$ cat config.mk
export PLATFORM = sky130hd
export DESIGN_NAME = st_token_stage
export DESIGN_NICKNAME = d
export VERILOG_FILES = /design/src/rtl/st_buf_pkg.sv /design/src/rtl/st_rst_sync.sv /design/src/rtl/st_chan_reg.sv /design/src/rtl/st_stage_ctrl.sv /design/src/rtl/st_token_stage.sv
export SDC_FILE = /design/constraint.sdc
export NUM_CORES = 1
export LEC_CHECK = 0
export BUFFER_PORTS_ARGS = -buffer_cell sky130_fd_sc_hd__buf_2
export CAP_MARGIN = 20
export CORE_AREA = 2 2 43 45
export CTS_BUF_LIST = sky130_fd_sc_hd__clkbuf_2 sky130_fd_sc_hd__clkbuf_4 sky130_fd_sc_hd__clkbuf_8
export DETAILED_ROUTE_END_ITERATION = 10
export DIE_AREA = 0 0 45 47
export GPL_TIMING_DRIVEN = 0
export PLACE_DENSITY_LB_ADDON = 0.15
export SLEW_MARGIN = 10
export SYNTH_ARGS = -nofsm -noshare
export SYNTH_HDL_FRONTEND = slang
export SYNTH_SLANG_ARGS = --single-unit
export TNS_END_PERCENT = 30
$ cat constraint.sdc
create_clock -name clk -period 1 [get_ports clk]
set_input_delay 0.2 -clock clk [delete_from_list [all_inputs] [get_ports clk]]
set_output_delay 0.2 -clock clk [all_outputs]
set_load 0.05 [all_outputs]
$ cat src/rtl/st_buf_pkg.sv
package st_buf_pkg;

  typedef enum logic [1:0] {
    STG_INIT = 2'd0,
    STG_WAIT = 2'd1,
    STG_PUSH = 2'd2,
    STG_DROP = 2'd3
  } stg_state_t;

endpackage

$ cat src/rtl/st_rst_sync.sv
module st_rst_sync #(
  parameter int STAGES = 2
) (
  input  logic clk,
  input  logic rst_n,
  output logic rst_sync_n
);

  logic [STAGES-1:0] sync_q;

  always_ff @(posedge clk or negedge rst_n) begin
    if (!rst_n) begin
      sync_q <= '0;
    end else begin
      sync_q <= {sync_q[STAGES-2:0], 1'b1};
    end
  end

  assign rst_sync_n = sync_q[STAGES-1];

endmodule

$ cat src/rtl/st_chan_reg.sv
module st_chan_reg #(
  parameter int N = 4
) (
  input  logic         clk,
  input  logic         rst_n,
  input  logic [N-1:0] set_i,
  input  logic         clr_i,
  output logic [N-1:0] line_o
);

  logic [N-1:0] line_q;
  logic [N-1:0] line_d;
  logic         line_en;

  // next state: a clear empties the group, a set raises its wires
  always_comb begin
    line_en = clr_i | (|set_i);
    line_d  = (clr_i ? '0 : line_q) | set_i;
  end

  always_ff @(posedge clk or negedge rst_n) begin
    if (!rst_n) begin
      line_q <= '0;
    end else if (line_en) begin
      line_q <= line_d;
    end
  end

  assign line_o = line_q;


  clear_empties_chk: assert property (@(posedge clk) disable iff (!rst_n)
    (clr_i && !(|set_i)) |=> (line_o == '0));


  set_lands_chk: assert property (@(posedge clk) disable iff (!rst_n)
    ((|set_i) && !clr_i) |=> ((line_o & $past(set_i)) == $past(set_i)));

endmodule

$ cat src/rtl/st_stage_ctrl.sv
module st_stage_ctrl
  import st_buf_pkg::*;
#(
  parameter int N = 4
) (
  input  logic         clk,
  input  logic         rst_n,
  input  logic [N-1:0] left_i,
  input  logic [N-1:0] right_i,
  output logic [N-1:0] fwd_set_o,
  output logic         ack_o,
  output logic         busy_o,
  output logic         err_o
);

  localparam int CW = $clog2(N + 1);

  stg_state_t   state_q, state_d;
  logic [N-1:0] tok_q, tok_d;
  logic         tok_en;
  logic [CW-1:0] left_cnt;
  logic         left_ok;
  logic         left_bad;

  // left completion: count high wires
  always_comb begin
    left_cnt = '0;
    for (int i = 0; i < N; i++) begin
      left_cnt = left_cnt + CW'(left_i[i]);
    end
    left_ok  = (left_cnt == CW'(1));
    left_bad = (left_cnt > CW'(1));
  end

  // right completion: any high output wire blocks the stage
  assign busy_o = |right_i;

  // next-state logic
  always_comb begin
    state_d = state_q;
    tok_d   = '0;
    tok_en  = 1'b0;
    unique case (state_q)
      STG_INIT: state_d = STG_WAIT;
      STG_WAIT: begin
        if (left_bad) begin
          state_d = STG_DROP;
        end else if (left_ok && !busy_o) begin
          state_d = STG_PUSH;
          tok_d   = left_i;
          tok_en  = 1'b1;
        end
      end
      STG_PUSH: begin
        state_d = STG_WAIT;
        tok_en  = 1'b1;
      end
      STG_DROP: state_d = STG_WAIT;
      default:  state_d = STG_WAIT;
    endcase
  end

  always_ff @(posedge clk or negedge rst_n) begin
    if (!rst_n) begin
      state_q <= STG_INIT;
    end else begin
      state_q <= state_d;
    end
  end

  always_ff @(posedge clk or negedge rst_n) begin
    if (!rst_n) begin
      tok_q <= '0;
    end else if (tok_en) begin
      tok_q <= tok_d;
    end
  end

  assign fwd_set_o = tok_q;
  assign ack_o     = (state_q != STG_WAIT);
  assign err_o     = (state_q == STG_DROP);


  ack_single_chk: assert property (@(posedge clk) disable iff (!rst_n)
    ack_o |=> !ack_o);


  hold_when_busy_chk: assert property (@(posedge clk) disable iff (!rst_n)
    busy_o |=> (fwd_set_o == '0));


  fwd_onehot_chk: assert property (@(posedge clk) disable iff (!rst_n)
    $onehot0(fwd_set_o));


  drop_no_fwd_chk: assert property (@(posedge clk) disable iff (!rst_n)
    err_o |-> (fwd_set_o == '0));


  err_single_chk: assert property (@(posedge clk) disable iff (!rst_n)
    err_o |=> !err_o);

endmodule

$ cat src/rtl/st_token_stage.sv
module st_token_stage #(
  parameter int N = 4
) (
  input  logic         clk,
  input  logic         rst_n,
  input  logic [N-1:0] src_set,
  input  logic         sink_consume,
  output logic [N-1:0] left_wires,
  output logic [N-1:0] right_wires,
  output logic         ack,
  output logic         busy,
  output logic         token_err
);

  logic         rst_int_n;
  logic [N-1:0] fwd_set;
  logic         ack_int;

  st_rst_sync #(.STAGES(2)) u_rst (
    .clk        (clk),
    .rst_n      (rst_n),
    .rst_sync_n (rst_int_n)
  );

  st_chan_reg #(.N(N)) u_left (
    .clk    (clk),
    .rst_n  (rst_int_n),
    .set_i  (src_set),
    .clr_i  (ack_int),
    .line_o (left_wires)
  );

  st_stage_ctrl #(.N(N)) u_ctrl (
    .clk       (clk),
    .rst_n     (rst_int_n),
    .left_i    (left_wires),
    .right_i   (right_wires),
    .fwd_set_o (fwd_set),
    .ack_o     (ack_int),
    .busy_o    (busy),
    .err_o     (token_err)
  );

  st_chan_reg #(.N(N)) u_right (
    .clk    (clk),
    .rst_n  (rst_int_n),
    .set_i  (fwd_set),
    .clr_i  (sink_consume),
    .line_o (right_wires)
  );

  assign ack = ack_int;


  fwd_into_empty_chk: assert property (@(posedge clk) disable iff (!rst_int_n)
    (fwd_set != '0) |-> (right_wires == '0));

endmodule

=== Word-level counts from Yosys, hierarchy flattened ===
Cells that the tools add are included.

* Add/sub/neg operators: 3
* $lt $le $gt $ge: 1
* Eq/ne operators: 6
* Multiplexer cells: 11
* Bitwise operators: 4
* Reductions and logical operators: 7

{| class="wikitable"
|+ Operator list
! cell !! count
|-
| $mux 4 || 5
|-
| $reduce_or 4->1 || 3
|-
| $or 4x4->4 || 2
|-
| $add 3x1->3 || 2
|-
| $eq 2x2->1 const B || 2
|-
| $mux 2 || 2
|-
| $pmux 2 s2 || 1
|-
| $eq 3x1->1 const B || 1
|-
| $gt 3x1->1 const B || 1
|-
| $ne 3x1->1 const B || 1
|-
| $reduce_or 3->1 || 1
|-
| $add 1x1->2 || 1
|-
| $eq 2x1->1 const B || 1
|-
| $logic_not 2->1 || 1
|-
| $mux 1 || 2
|-
| $ne 2x1->1 const B || 1
|-
| $or 1x1->1 || 2
|-
| $pmux 1 s2 || 1
|-
| $logic_and 1x1->1 || 1
|-
| $logic_not 1->1 || 1
|}

* Register bits: 16
* Input port bits: 7
* Output and inout port bits: 11
* Logic and storage cells: 37

=== Longest topological paths before layout ===
* Depth in word-level cells: 8
* Gate-level depth with buffers: 8
* Gate-level depth less buffers: 8

=== By module ===
Synthesis repeated with hierarchy kept, for this count alone.

* Cell total of the unflattened synthesis: 62
* Area total of the unflattened synthesis: 747.0 µm²

{| class="wikitable"
|+ Modules (own cells, without submodules)
! module !! times used !! cells each !! area an instance (µm²) !! seq. area each (µm²)
|-
| st_stage_ctrl || 1 || 41 || 425.4 || 150.1
|-
| st_chan_reg || 2 || 9 || 133.9 || 100.1
|-
| st_rst_sync || 1 || 3 || 53.8 || 50.0
|}

=== Worst setup path before layout ===
No wires, ideal clock.

* Path kind: register -> register
* From: register u_left.line_q[0], in the netlist u_left.line_o[0]
* To: register u_ctrl.state_q[1]
* Library setup time: 0.127 ns
* Data arrival time: 2.293 ns
* Required time: 0.873 ns
* Path slack: -1.421 ns
* Cell stages (with the launch flop): 9
* Buffers on the path: 0
* Clock period less this slack: 2.421 ns
* Path through: dfrtp_1 -> ha_1 -> inv_1 -> fa_1 -> inv_1 -> ha_1 -> nor3_2 -> a21oi_2 -> mux2_1

* Longest elaborated chain between the ends: 6
* Elaborated cells between the ends (all ways): 9
* Classes of those cells: add/sub: 3; order compare: 1; eq/ne: 2; mux: 2; reduce/logical: 1

{| class="wikitable"
|+ RTL lines
! element !! RTL line !! text
|-
| from (decl) || st_chan_reg.sv:11 || <nowiki>logic [N-1:0] line_q;</nowiki>
|-
| from (signal assigned) || st_chan_reg.sv:25 || <nowiki>line_q <= line_d;</nowiki>
|-
| $add 1x1->2 * || st_stage_ctrl.sv:29 || <nowiki>left_cnt = left_cnt + CW'(left_i[i]);</nowiki>
|-
| $add 3x1->3 * (2 in a row) || st_stage_ctrl.sv:29 ||
|-
| $gt 3x1->1 / $eq 3x1->1 (equally long branches) || st_stage_ctrl.sv:32, st_stage_ctrl.sv:31 ||
|-
| $mux 2 / $logic_and 1x1->1 (equally long branches) || st_stage_ctrl.sv:46, st_stage_ctrl.sv:48 ||
|-
| $pmux 2 s2 / $ne 3x1->1 (equally long branches) || -- ||
|-
| to (signal assigned) || st_stage_ctrl.sv:67 || <nowiki>state_q <= state_d;</nowiki>
|-
| to (decl) || st_stage_ctrl.sv:18 || <nowiki>stg_state_t state_q, state_d;</nowiki>
|}

Mark *: on every way between the ends. The rest lies on a longest branch, timed or not.
A chain may end at the register's enable or synchronous reset.

=== Worst setup path after layout ===
Same ends and word-level chain as after synthesis.

==> results.cfg <==
[route]
detailroute.via_count = 545
number_of_search_and_repair_iterations_in_the_first_detailed_routing_pass = 2
drtIter0Drc = 1
remaining_drc_errors = 0
wirelength_um = 1370
routed_wire_length_per_instance_um = 12.9
postRouteAntennaNets = 0
drt-vias-per-instance = 5.14

[timing]
rsz_0062_raised_after_global_routing = yes
hold_viol_final = 0
fmax_mhz = 491
finalCritPeriodShare = 2.04
fin_ws_ns = -1.04
setup_violation_total_in_the_final_timing_report = 17
max_slew.worst_pin.slew_ns = 0.562
drv_slew = 0
finalClockSkew_ns = 0.00365
finalCriticalPeriod_ns = 2.04
slew_headroom = 0.625

[status]
failed_checks = setup timing
status = finished with violations

[die]
row_count = 15
die_width_um = 45
ios = 18
initial_utilization = 0.470
floorplan.die.height_um = 47
floorplan.die_area_um2 = 2120
core-area_um2 = 1650

[logic_synthesis]
synth_fp_nets = 79
netlist_instances = 64
yosys.area.top_type_share = 0.516
synth-seq-cells = 16
biggest_area_contributors_in_the_synthesized_netlist = dfrtp_1 (52%), ha_1 (11%), a21o_1 (6.8%)
synth_edf_count = 0
yosysWarningCount = 0
synth_most_common_cell = dfrtp_1
ys_top_cells_by_count = dfrtp_1 (16), inv_1 (12), a21o_1 (7), ha_1 (7), nand2_1 (5)
post_synth_instance_area_um2 = 776
ys_types = 19
postSynth.topFlopCell = dfrtp_1
syn_area_per_cell_um2 = 12.1
yosysTopAreaCell = dfrtp_1
synth-async-reset-ratio = 1.00
synth_sequential_area_ratio = 0.516

[run]
drv.max_cap_violation_count = 0

[clock_network]
clkSlewWorstSetupHoldPaths_ns = 0.09
cts_sinks = 16
cts_tree = yes
cts_htree_levels = 1
insertion_delay_of_the_later_clocked_pin_in_the_worst_skew_pair_ns = 0.29
cts_made_buffers = 3
clock_path_buffers = 2
clockRootBuffer = clkbuf_4

[global_routing]
antenna_found_initial = 0
grt-ovfl-total = 0
groute.usage.overall = 0.162
number_of_global_route_vias_before_repair = 529
pin_count_of_the_biggest_net_entering_global_routing = 15
global_route_wire_length_before_repair_um = 2310

[worst_setup_path]
worst-endpoint-required_ns = 1.18
critical_path.startpoint_type = register
timing_worst_setup_path_type = reg2reg
timing.critical_path.cells = ha_4 > inv_2 > fa_2 > inv_2 > ha_4 > nor3_4 > a21oi_2 > mux2_1
crit_slowest_cell = dfrtp_2
critPathMaxFanout = 3
rrSetupSlack_ns = -1.04
crit_end_category = register
cpPeakStageDelay_ns = 0.44
critical_path_arrival_ns = 2.22
r2r_cells = 8
critical_path.reg2reg.endpoint = u_ctrl.state_q[1]
critical_register_to_register_path_startpoint = u_left.line_o[0]

[placed_design]
port_buffers = 17
preCtsSetupSlack_ns = -1.07
dp_hpwl_um = 992
place_congestion = 0.682

[finish]
synthToLayoutAreaGrowth_pct = 37.7
fraction_of_final_layout_cells_with_drive_strength_greater_than_1 = 0.438
ff_latch_area_um2 = 403
multi_input_gate_area_in_the_final_layout_um2 = 377
finalNetCount = 105
antenna-diode-count = 0
fill_cells = 139

[min_path]
number_of_cells_traversed_by_the_worst_hold_path = 2
holdCritPathClass = in2reg
hp-start = src_set[1]
worst_hold_path_endpoint = u_left.line_o[1]
[area by class of cell]
class / count / area share
repair buffers: 21 / 0.174
flip-flops and latches: 16 / 0.377
multi-input cells: 36 / 0.352
well taps: 17 / 0.0199
clock buffers: 4 / 0.0340
inverters: 12 / 0.0422
[registers in the layout, indices dropped and copies added (netlist names)]
signal	count
u_right.line_o	4
u_ctrl.state_q	2
u_ctrl.fwd_set_o	4
u_rst.sync_q	2
u_left.line_o	4
[through the flow]
stage	std cells	hold WS (ns)	util	TNS [ns]	cell area (µm²)
floorplan	64	-0.0956	-	-7.17	800
global placement	98	-0.0151	0.548	-6.87	906
detailed placement	98	-0.00980	0.548	-7.03	906
CTS	106	0.0775	0.635	-8.87	1050
global route	106	0.0848	0.647	-9.54	1070
finish	106	0.0840	0.647	-8.35	1070
[routing by layer]
layer | track usage | up-vias | wire [µm]
met4 | 0.106 | 0 | 40
li1 | - | 258 | -
met2 | 0.274 | 17 | 719
met5 | 0 | - | 0
met3 | 0.0385 | 5 | 71
met1 | 0.182 | 265 | 540
[worst max path at each step]
| stage | startpoint | to | slack (ns) | cells past startpoint |
|---|---|---|---|---|
| after floorplan | u_left.line_o[1] | u_ctrl.state_q[1] | -1.13 | 8 |
| after global placement | u_left.line_o[1] | u_ctrl.state_q[1] | -1.07 | 8 |
| after detailed placement | u_left.line_o[1] | u_ctrl.state_q[1] | -1.07 | 8 |
| after CTS | u_left.line_o[0] | u_ctrl.state_q[1] | -1.07 | 8 |
| after global routing | u_left.line_o[0] | u_ctrl.state_q[1] | -1.11 | 8 |
| final | u_left.line_o[0] | u_ctrl.state_q[1] | -1.04 | 8 |
[worst max-delay path: cells and delay by family (launching register included)]
kind / cells / cell delay, ns
compound gates: 1 / 0.08
fa+ha+maj: 3 / 0.80
buf+inv: 2 / 0.10
flops: 1 / 0.44
mux: 1 / 0.32
simple gates: 1 / 0.18
[what timing repair did]
item,in CTS,in global routing
setup buffers,3,0
hold buffers,1,0
gates resized for setup,20,9
setup endpoints to repair,21,21
pin swaps,3,1
endpoints found under the hold margin,2,0
[placed cells by master, fill, tap and decap left out]
cell type,netlist,layout
dlygate4sd3_1,0,1
nand3_2,1,1
mux2i_1,4,4
buf_8,0,1
o211ai_1,1,1
inv_2,0,3
a21o_2,1,1
nor3_4,0,1
nand2_1,5,5
a21o_1,7,7
and3b_1,1,1
clkbuf_8,0,1
a21oi_1,1,1
a211o_2,1,1
conb_1,1,1
dfrtp_1,16,14
mux2_1,1,1
dfrtp_2,0,2
fa_2,0,1
ha_1,7,4
buf_2,0,6
a21oi_2,1,1
nand2b_1,1,1
ha_4,0,3
clkbuf_4,0,3
inv_1,12,9
buf_6,0,9
nor4_4,1,1
buf_4,0,4
[kinds of logic after synthesis]
| kind of cell | synth area share |
|---|---|
| flops | 0.516 |
| compound gates | 0.119 |
| buf+inv | 0.0581 |
| simple gates | 0.0968 |
| fa+ha+maj | 0.139 |
| mux | 0.0661 |
| other cells | 0.00483 |
Power is left out: the tool's default activity adds up to more than one toggle a clock period on the data nets, which glitch-free logic cannot reach.
